[config.mk]
export PLATFORM = sky130hd
export DESIGN_NAME = ext_reset_pulser
export DESIGN_NICKNAME = d
export VERILOG_FILES = /design/src/rtl/erp_pkg.sv /design/src/rtl/erp_ctrl.sv /design/src/rtl/erp_datapath.sv /design/src/rtl/ext_reset_pulser.sv
export SDC_FILE = /design/constraint.sdc
export NUM_CORES = 1
export LEC_CHECK = 0
export ABC_AREA = 1
export CAP_MARGIN = 40
export CORE_MARGIN = 1.5
export CORE_UTILIZATION = 50
export CTS_CLUSTER_SIZE = 40
export DETAILED_ROUTE_END_ITERATION = 8
export DONT_BUFFER_PORTS = 1
export SLEW_MARGIN = 20
export SYNTH_ARGS = -nofsm -noshare
export SYNTH_HDL_FRONTEND = slang
export SYNTH_SLANG_ARGS = --single-unit
[constraint.sdc]
create_clock -name clk -period 1.6 [get_ports clk]
set_input_delay 0.24 -clock clk [delete_from_list [all_inputs] [get_ports clk]]
set_output_delay 0.24 -clock clk [all_outputs]
set_load 0.01 [all_outputs]
[src/rtl/erp_pkg.sv]
package erp_pkg;
  // command strobes handed from control to datapath
  typedef struct packed {
    logic load;   // start or restart the pulse with the current width
    logic step;   // consume one microsecond tick
  } pulseCmd_t;

  localparam logic [7:0] KEY_POL_HIGH = 8'hA5;
  localparam logic [7:0] KEY_POL_LOW  = 8'h5A;
  localparam logic [7:0] KEY_DRV_PP   = 8'hA8;
  localparam logic [7:0] KEY_DRV_OD   = 8'h8A;

  typedef enum logic [2:0] {
    KEY_NONE,
    KEY_SET_HIGH,
    KEY_SET_LOW,
    KEY_SET_PP,
    KEY_SET_OD
  } keyKind_t;

  function automatic keyKind_t decodeKey(input logic [7:0] topByte);
    case (topByte)
      KEY_POL_HIGH: decodeKey = KEY_SET_HIGH;
      KEY_POL_LOW:  decodeKey = KEY_SET_LOW;
      KEY_DRV_PP:   decodeKey = KEY_SET_PP;
      KEY_DRV_OD:   decodeKey = KEY_SET_OD;
      default:      decodeKey = KEY_NONE;
    endcase
  endfunction
endpackage

[src/rtl/erp_ctrl.sv]
module erp_ctrl
  import erp_pkg::*;
#(
  parameter int WIDTH_BITS = 20,
  parameter logic [WIDTH_BITS-1:0] RESET_WIDTH = WIDTH_BITS'(8'hFF)
) (
  input  logic                  clk,
  input  logic                  rstN,
  input  logic                  wrEn,
  input  logic [31:0]           wrData,
  input  logic                  trigger,
  input  logic                  tickIn,
  output pulseCmd_t             cmd,
  output logic [WIDTH_BITS-1:0] widthVal,
  output logic                  activeHigh,
  output logic                  pushPull,
  output logic [31:0]           rdData
);
  localparam int PAD_BITS = 30 - WIDTH_BITS;

  keyKind_t keyKind;
  logic [WIDTH_BITS-1:0] widthQ;
  logic activeHighQ;
  logic pushPullQ;

  always_comb keyKind = decodeKey(wrData[31:24]);

  always_ff @(posedge clk or negedge rstN) begin
    if (!rstN) begin
      widthQ      <= RESET_WIDTH;
      activeHighQ <= 1'b0;
      pushPullQ   <= 1'b0;
    end else if (wrEn) begin
      widthQ <= wrData[WIDTH_BITS-1:0];
      case (keyKind)
        KEY_SET_HIGH: activeHighQ <= 1'b1;
        KEY_SET_LOW:  activeHighQ <= 1'b0;
        KEY_SET_PP:   pushPullQ   <= 1'b1;
        KEY_SET_OD:   pushPullQ   <= 1'b0;
        default: ;
      endcase
    end
  end

  // trigger wins over a coincident tick
  always_comb begin
    cmd.load = trigger;
    cmd.step = tickIn & ~trigger;
  end

  assign widthVal   = widthQ;
  assign activeHigh = activeHighQ;
  assign pushPull   = pushPullQ;

  generate
    if (PAD_BITS > 0) begin : g_pad
      assign rdData = {activeHighQ, pushPullQ, {PAD_BITS{1'b0}}, widthQ};
    end else begin : g_nopad
      assign rdData = {activeHighQ, pushPullQ, widthQ};
    end
  endgenerate

  p_width_load_r2: assert property (@(posedge clk) disable iff (!rstN)
    wrEn |=> widthVal == $past(wrData[WIDTH_BITS-1:0]));
  p_pol_high_r3: assert property (@(posedge clk) disable iff (!rstN)
    wrEn && wrData[31:24] == 8'hA5 |=> rdData[31]);
  p_pol_low_r3: assert property (@(posedge clk) disable iff (!rstN)
    wrEn && wrData[31:24] == 8'h5A |=> !rdData[31]);
  p_drv_pp_r4: assert property (@(posedge clk) disable iff (!rstN)
    wrEn && wrData[31:24] == 8'hA8 |=> rdData[30]);
  p_drv_od_r4: assert property (@(posedge clk) disable iff (!rstN)
    wrEn && wrData[31:24] == 8'h8A |=> !rdData[30]);
  p_mode_keep_r5: assert property (@(posedge clk) disable iff (!rstN)
    wrEn && wrData[31:24] != 8'hA5 && wrData[31:24] != 8'h5A &&
    wrData[31:24] != 8'hA8 && wrData[31:24] != 8'h8A
    |=> $stable(rdData[31:30]));
endmodule

[src/rtl/erp_datapath.sv]
module erp_datapath
  import erp_pkg::*;
#(
  parameter int WIDTH_BITS = 20
) (
  input  logic                  clk,
  input  logic                  rstN,
  input  pulseCmd_t             cmd,
  input  logic [WIDTH_BITS-1:0] widthVal,
  input  logic                  activeHigh,
  input  logic                  pushPull,
  output logic                  pulseActive,
  output logic                  pulseOut,
  output logic                  pulseOe
);
  logic [WIDTH_BITS-1:0] countQ;
  logic [WIDTH_BITS-1:0] latchQ;
  logic activeQ;
  logic lastTick;

  assign lastTick = (countQ == '0);

  always_ff @(posedge clk or negedge rstN) begin
    if (!rstN) begin
      activeQ <= 1'b0;
      countQ  <= '0;
      latchQ  <= '0;
    end else if (cmd.load) begin
      activeQ <= 1'b1;
      countQ  <= widthVal;
      latchQ  <= widthVal;
    end else if (cmd.step && activeQ) begin
      if (lastTick) activeQ <= 1'b0;
      else          countQ  <= countQ - 1'b1;
    end
  end

  assign pulseActive = activeQ;
  assign pulseOut    = activeQ ^ ~activeHigh;
  assign pulseOe     = pushPull | activeQ;

  p_start_r6: assert property (@(posedge clk) disable iff (!rstN)
    cmd.load |=> pulseActive && countQ == $past(widthVal));
  p_end_on_tick_r6: assert property (@(posedge clk) disable iff (!rstN)
    $fell(pulseActive) |-> $past(cmd.step) && $past(countQ) == '0);
  p_hold_r6: assert property (@(posedge clk) disable iff (!rstN)
    activeQ && !cmd.load && !cmd.step |=> pulseActive && $stable(countQ));
  p_count_range_r10: assert property (@(posedge clk) disable iff (!rstN)
    activeQ |-> countQ <= latchQ);
endmodule

[src/rtl/ext_reset_pulser.sv]
module ext_reset_pulser
  import erp_pkg::*;
#(
  parameter int WIDTH_BITS = 20,
  parameter logic [WIDTH_BITS-1:0] RESET_WIDTH = WIDTH_BITS'(8'hFF)
) (
  input  logic        clk,
  input  logic        rstN,
  input  logic        wrEn,
  input  logic [31:0] wrData,
  output logic [31:0] rdData,
  input  logic        tickIn,
  input  logic        trigger,
  output logic        pulseOut,
  output logic        pulseOe,
  output logic        pulseActive
);
  pulseCmd_t cmd;
  logic [WIDTH_BITS-1:0] widthVal;
  logic activeHigh;
  logic pushPull;

  erp_ctrl #(.WIDTH_BITS(WIDTH_BITS), .RESET_WIDTH(RESET_WIDTH)) ctrl_i (
    .clk(clk), .rstN(rstN), .wrEn(wrEn), .wrData(wrData),
    .trigger(trigger), .tickIn(tickIn), .cmd(cmd), .widthVal(widthVal),
    .activeHigh(activeHigh), .pushPull(pushPull), .rdData(rdData)
  );

  erp_datapath #(.WIDTH_BITS(WIDTH_BITS)) dp_i (
    .clk(clk), .rstN(rstN), .cmd(cmd), .widthVal(widthVal),
    .activeHigh(activeHigh), .pushPull(pushPull),
    .pulseActive(pulseActive), .pulseOut(pulseOut), .pulseOe(pulseOe)
  );

  p_level_r8: assert property (@(posedge clk) disable iff (!rstN)
    pulseActive |-> pulseOut == rdData[31]);
  p_od_idle_r9: assert property (@(posedge clk) disable iff (!rstN)
    !pulseActive && !rdData[30] |-> !pulseOe);
  p_pp_oe_r9: assert property (@(posedge clk) disable iff (!rstN)
    rdData[30] |-> pulseOe);
endmodule

; ---- Yosys cells after proc, flatten, opt, wreduce, memory -nomap -nowiden
; Cells that the tools add are included.
[totals]
ff_bits = 43
in_bits = 37
out_inout_bits = 35
word_cells = 39
[classes]
addsub = 1
eq_ne = 9
muxes = 9
bitwise_logic = 5
n_reduce_logical = 10
[op_table]
columns = operator, n
row1 = 20-bit 2-to-1 mux, 3
row2 = 8-bit equality test (second input constant), 3
row3 = 20-bit logical NOT, 1
row4 = 20-bit by 1-bit subtractor with 20-bit output (second input constant), 1
row5 = 3-bit one-hot mux with 4 select lines, 1
row6 = 8-bit by 7-bit equality test with 1-bit output (second input constant), 1
row7 = 2-bit AND reduction, 4
row8 = 2-bit nonzero test, 4
row9 = 3-bit by 2-bit equality test with 1-bit output (second input constant), 2
row10 = 1-bit one-hot mux with 2 select lines, 2
row11 = 3-bit by 1-bit equality test with 1-bit output (second input constant), 1
row12 = 3-bit equality test (second input constant), 1
row13 = 1-bit 2-to-1 mux, 3
row14 = 2-bit != test (second input constant), 1
row15 = 1-bit inverter, 2
row16 = 1-bit bitwise AND, 1
row17 = 1-bit logical AND, 1
row18 = 1-bit bitwise OR, 1
row19 = 1-bit XOR, 1

; ---- Depth between registers and ports, before layout
[depth]
ltp_word = 5
ltp_mapped = 11
ltp_nobuf = 11

; ---- Cells and area by module
; From an unflattened synthesis, not the netlist that was laid out.
[unflattened]
cells_unflattened = 367
hier_area_um2 = 2979.1
[by_module_without_submodules]
columns = mod, n_inst, cells_each, area_each_um2, seq_area_each_um2
row1 = erp_datapath, 1, 248, 1686.6, 525.5
row2 = erp_ctrl, 1, 119, 1292.5, 560.5

; ---- Worst setup path before layout
; Ideal clock, no wire load.
[synth_timing]
path_type = reg2reg
start = register dp_i.countQ[0]
end = register dp_i.countQ[6]
setup_ns = 0.117
t_arrival_ns = 1.341
t_required_ns = 1.483
slack_ns = 0.142
stages_incl_launch_ff = 12
path_buffers = 2
period_less_slack_ns = 1.458
path_cell_list = dfrtp_1 -> inv_1 -> ha_1 -> nand2_1 -> nor2_1 -> nand3_2 -> nand2_4 -> nand2_4 -> buf_6 -> buf_8 -> nand2_1 -> nand2_1
[synth_between]
elab_chain_len = 4
word_cells_on_any_way = 7
classes_between = 1 x add/sub / 1 x eq/ne / 3 x mux / 2 x reduce/logical
[synth_rtl]
columns = element, line
row1 = start: declaration, erp_datapath.sv:16  ; logic [WIDTH_BITS-1:0] countQ;
row2 = start signal: assignment, erp_datapath.sv:30  ; countQ <= widthVal;
row3 = start signal: assignment, erp_datapath.sv:34  ; else countQ <= countQ - 1'b1;
row4 = 20-bit by 1-bit subtractor with 20-bit output, erp_datapath.sv:34
row5 = 20-bit 2-to-1 mux, erp_datapath.sv:33  ; if (lastTick) activeQ <= 1'b0;
row6 = 20-bit 2-to-1 mux, erp_datapath.sv:32  ; end else if (cmd.step && activeQ) begin
row7 = 20-bit 2-to-1 mux, erp_datapath.sv:28  ; end else if (cmd.load) begin
; Several ways; a longest one is shown, not always the timed one. The select of a mux whose other input is x is not followed.
; A chain may end at the register's enable or synchronous reset.

; ---- Worst setup path in the final report
[layout_timing]
start = register dp_i.countQ[0]
end = register dp_i.countQ[5]
; Same word-level chain as after synthesis.

==> metrics.txt <==
compound-gate portion of the synthesized area=0.04095; register bit total from synthesis=43; Cell Area, Placed=approximately 2800 um^2; PD cells=967.4 nW/um^2; final hold vios=0; Req. time, crit path=1.81 ns; Post-synth EDFFs=0; Synth Area in Adders=0.009524; startpoint types=flip-flop; Area Overhead vs Synth=12.90%; Synth Area per Inst=between 7 and 8 um^2; Place WS=-0.008850 ns; Seq/Total Area, Yosys=0.4133; Clock Latency Late Sink=0.29 ns; router iterations before antenna repair=4; Routed Antenna Nets=0; Syn. warnings=0; top-area cell type share of the netlist area=0.3333; Async SR Flop Fraction=1.000; Design Area, Final=about 3000 um^2; Reg area=1089 um^2; Synth cell types=30; # H-tree levels=2; Pwr Total=approximately 2.9 mW; # setup viols final=0; largest fanout on the critical path=9; Post-Syn Instances=355; # diodes=0; post-route worst setup slack=0.1086 ns; Die Area=5699 um^2; num rows=26; Top FF cell, synth=dfrtp_1; Final period util=0.9321; P_leak=1.472 nW; DRC viols=0; status=finished, final reports clean; total grt overflow=0; Initial Util=0.5178; final worst path period need=1.491 ns; clk root buf=clkbuf_8; multi-input logic area=between 1000 and 1500 um^2; dpl hpwl=3940 um; Clock Tree Buf Depth=2; largest area contributor in the netlist=dfrtp_1; vias per cell=4.998; drt total wl=~5500 um; arrival time at the worst endpoint=1.71 ns; Syn Std Cell Area=~2600 um^2; Final nets=about 410; critical path class=reg -> reg; Non-Filler Instances=roughly 450; clock sinks=43; Initial DRC Count=just under 100; mux cell area share after synthesis=0.06857; largest family of logic cells by synthesized area=simple AND/OR/NAND/NOR gates; post-synthesis xor/xnor area fraction=0.01000; share of layout cells above drive strength 1=0.2107; total CTS buffers=5; area share of and/or/nand/nor cells after synthesis=0.3495; Ports=72; first-pass GRT wire length=approximately 8600 um; Die W=75.49 um; Clk pin slew, worst setup/hold paths=0.08 ns; Die Height=75.49 um; RePlAce Congestion=0.8685; initial antenna violation count=0; via count=2,224; Filler cells=499; synth top area cells=dfrtp_1 (33%), nand2_1 (19%), dfstp_2 (8.0%); max-slew violation count=0; vias in the first global route=roughly 2,000; peak supply drop=approximately 0.0007 V; IO Port Bufs=0; endpoint class of the critical path=flip-flop; WL/cell=12.45 um; Max Cap Viol=0; Min Hold Slack=0.01182 ns; largest net degree at the start of global routing=44; Placed Cells=about 430; f_max=0.6705 GHz; CTS tree=built; Setup Skew=between 0.006 and 0.007 ns; Core Footprint=5075 um^2; GR Util All Layers=0.2023; worst hold path type=in -> reg
[through the flow]
stage	setup TNS [ns]	utilization
final	0	0.5846
after global routing	-0.01982	0.5846
after CTS	0	0.5663
after detailed placement	-0.01166	0.5422
after global placement	0	0.5422
after floorplan	0	-
[synthesized netlist by cell type, types with 2 or more instances]
master      n
nor3_1      2
xnor2_1     2
o21ai_0    19
nand2_4     2
nand2_1   134
nand4_1     5
nor2_2      3
mux2_2     16
dfstp_2     8
dfrtp_1    35
clkbuf_1    4
buf_2       2
nor2_4      3
nor2_1     27
nor4_1      2
nand3_1    31
buf_4      13
ha_1        2
inv_1      34
[where the power goes]
part           leakage [nW]  internal (mW)  switching, mW
clock                0.0422          0.306          0.354
sequential            0.501           1.24          0.166
combinational         0.929          0.344          0.456
[per-layer routing]
metal,vias to the layer above,GRT usage,share of wire
met5,-,0,0
met2,48,0.3226,0.48
met3,5,0.06217,0.046
met1,1038,0.2697,0.47
li1,1133,-,-
met4,0,0.05159,0.0096
[worst paths after layout]
check                                                from                              to  slack [ns]  cells after the start
max in group asynchronous                            rstN  ctrl_i.widthVal[4]$_DFFE_PN1P_        0.89                      2
min reg2reg                ctrl_i.widthVal[4]$_DFFE_PN1P_  ctrl_i.widthVal[4]$_DFFE_PN1P_        0.53                      2
max                            dp_i.countQ[0]$_DFFE_PN0P_      dp_i.countQ[5]$_DFFE_PN0P_        0.11                      9
max reg2reg                    dp_i.countQ[0]$_DFFE_PN0P_      dp_i.countQ[5]$_DFFE_PN0P_        0.11                      9
min in group asynchronous                            rstN      dp_i.countQ[9]$_DFFE_PN0P_        0.44                      2
min                                                  wrEn  ctrl_i.widthVal[4]$_DFFE_PN1P_        0.01                      1
[layout make-up]
cell class,count,share of cell area
Clock buffer,7,0.02573
Clock inverter,1,0.001687
Inverter,34,0.04302
Multi-Input combinational cell,265,0.4466
Sequential cell,43,0.3669
Tap cell,70,0.02952
Timing Repair Buffer,25,0.08646
[flip-flops by register name, summed over array words and instances, names as in the netlist]
name and cells:
ctrl_i.widthVal 20, ctrl_i.activeHigh 1, ctrl_i.pushPull 1, dp_i.pulseActive 1, dp_i.countQ 20
[worst max-delay path, cell delays in order, from the launching register on]
cell       delay, ns
dfrtp_1         0.39
inv_2           0.09
ha_2            0.17
nand2_1         0.06
nor2_2          0.09
nand3_2         0.10
nand2_4         0.09
nand2_4         0.07
clkbuf_16       0.19
o21ai_0         0.15
[placed cells by master, fill, tap and decap left out, types with 2 or more instances in the layout]
master | netlist | layout
buf_12 | 0 | 2
buf_4 | 13 | 17
clkbuf_1 | 4 | 2
clkbuf_8 | 0 | 5
conb_1 | 1 | 10
dfrtp_1 | 35 | 33
dfrtp_2 | 0 | 2
dfstp_2 | 8 | 8
dlygate4sd3_1 | 0 | 2
inv_1 | 34 | 31
inv_2 | 0 | 3
mux2_2 | 16 | 16
nand2_1 | 134 | 134
nand2_4 | 2 | 2
nand3_1 | 31 | 31
nand4_1 | 5 | 5
nor2_1 | 27 | 18
nor2_2 | 3 | 11
nor2_4 | 3 | 4
nor3_1 | 2 | 2
nor4_1 | 2 | 2
o21ai_0 | 19 | 18
xnor2_1 | 2 | 2
[what timing repair did]
item,in CTS,in global routing
hold buffers,2,1
gates cloned,0,2
hold endpoints to repair,43,2
gates resized for setup,1,20
pin swaps,0,5
setup endpoints to repair,3,20
setup buffers,0,1
[cells by family (layout without fill, tap and decap cells)]
kind of cell / count (synthesis) / in the layout
flops: 43 / 43
fa+ha+maj: 2 / 2
simple gates: 213 / 213
other cells: 1 / 10
xor+xnor: 3 / 3
buf+inv: 56 / 67
mux: 16 / 16
compound gates: 21 / 21
Note: power is estimated with default switching activity, not from simulation.
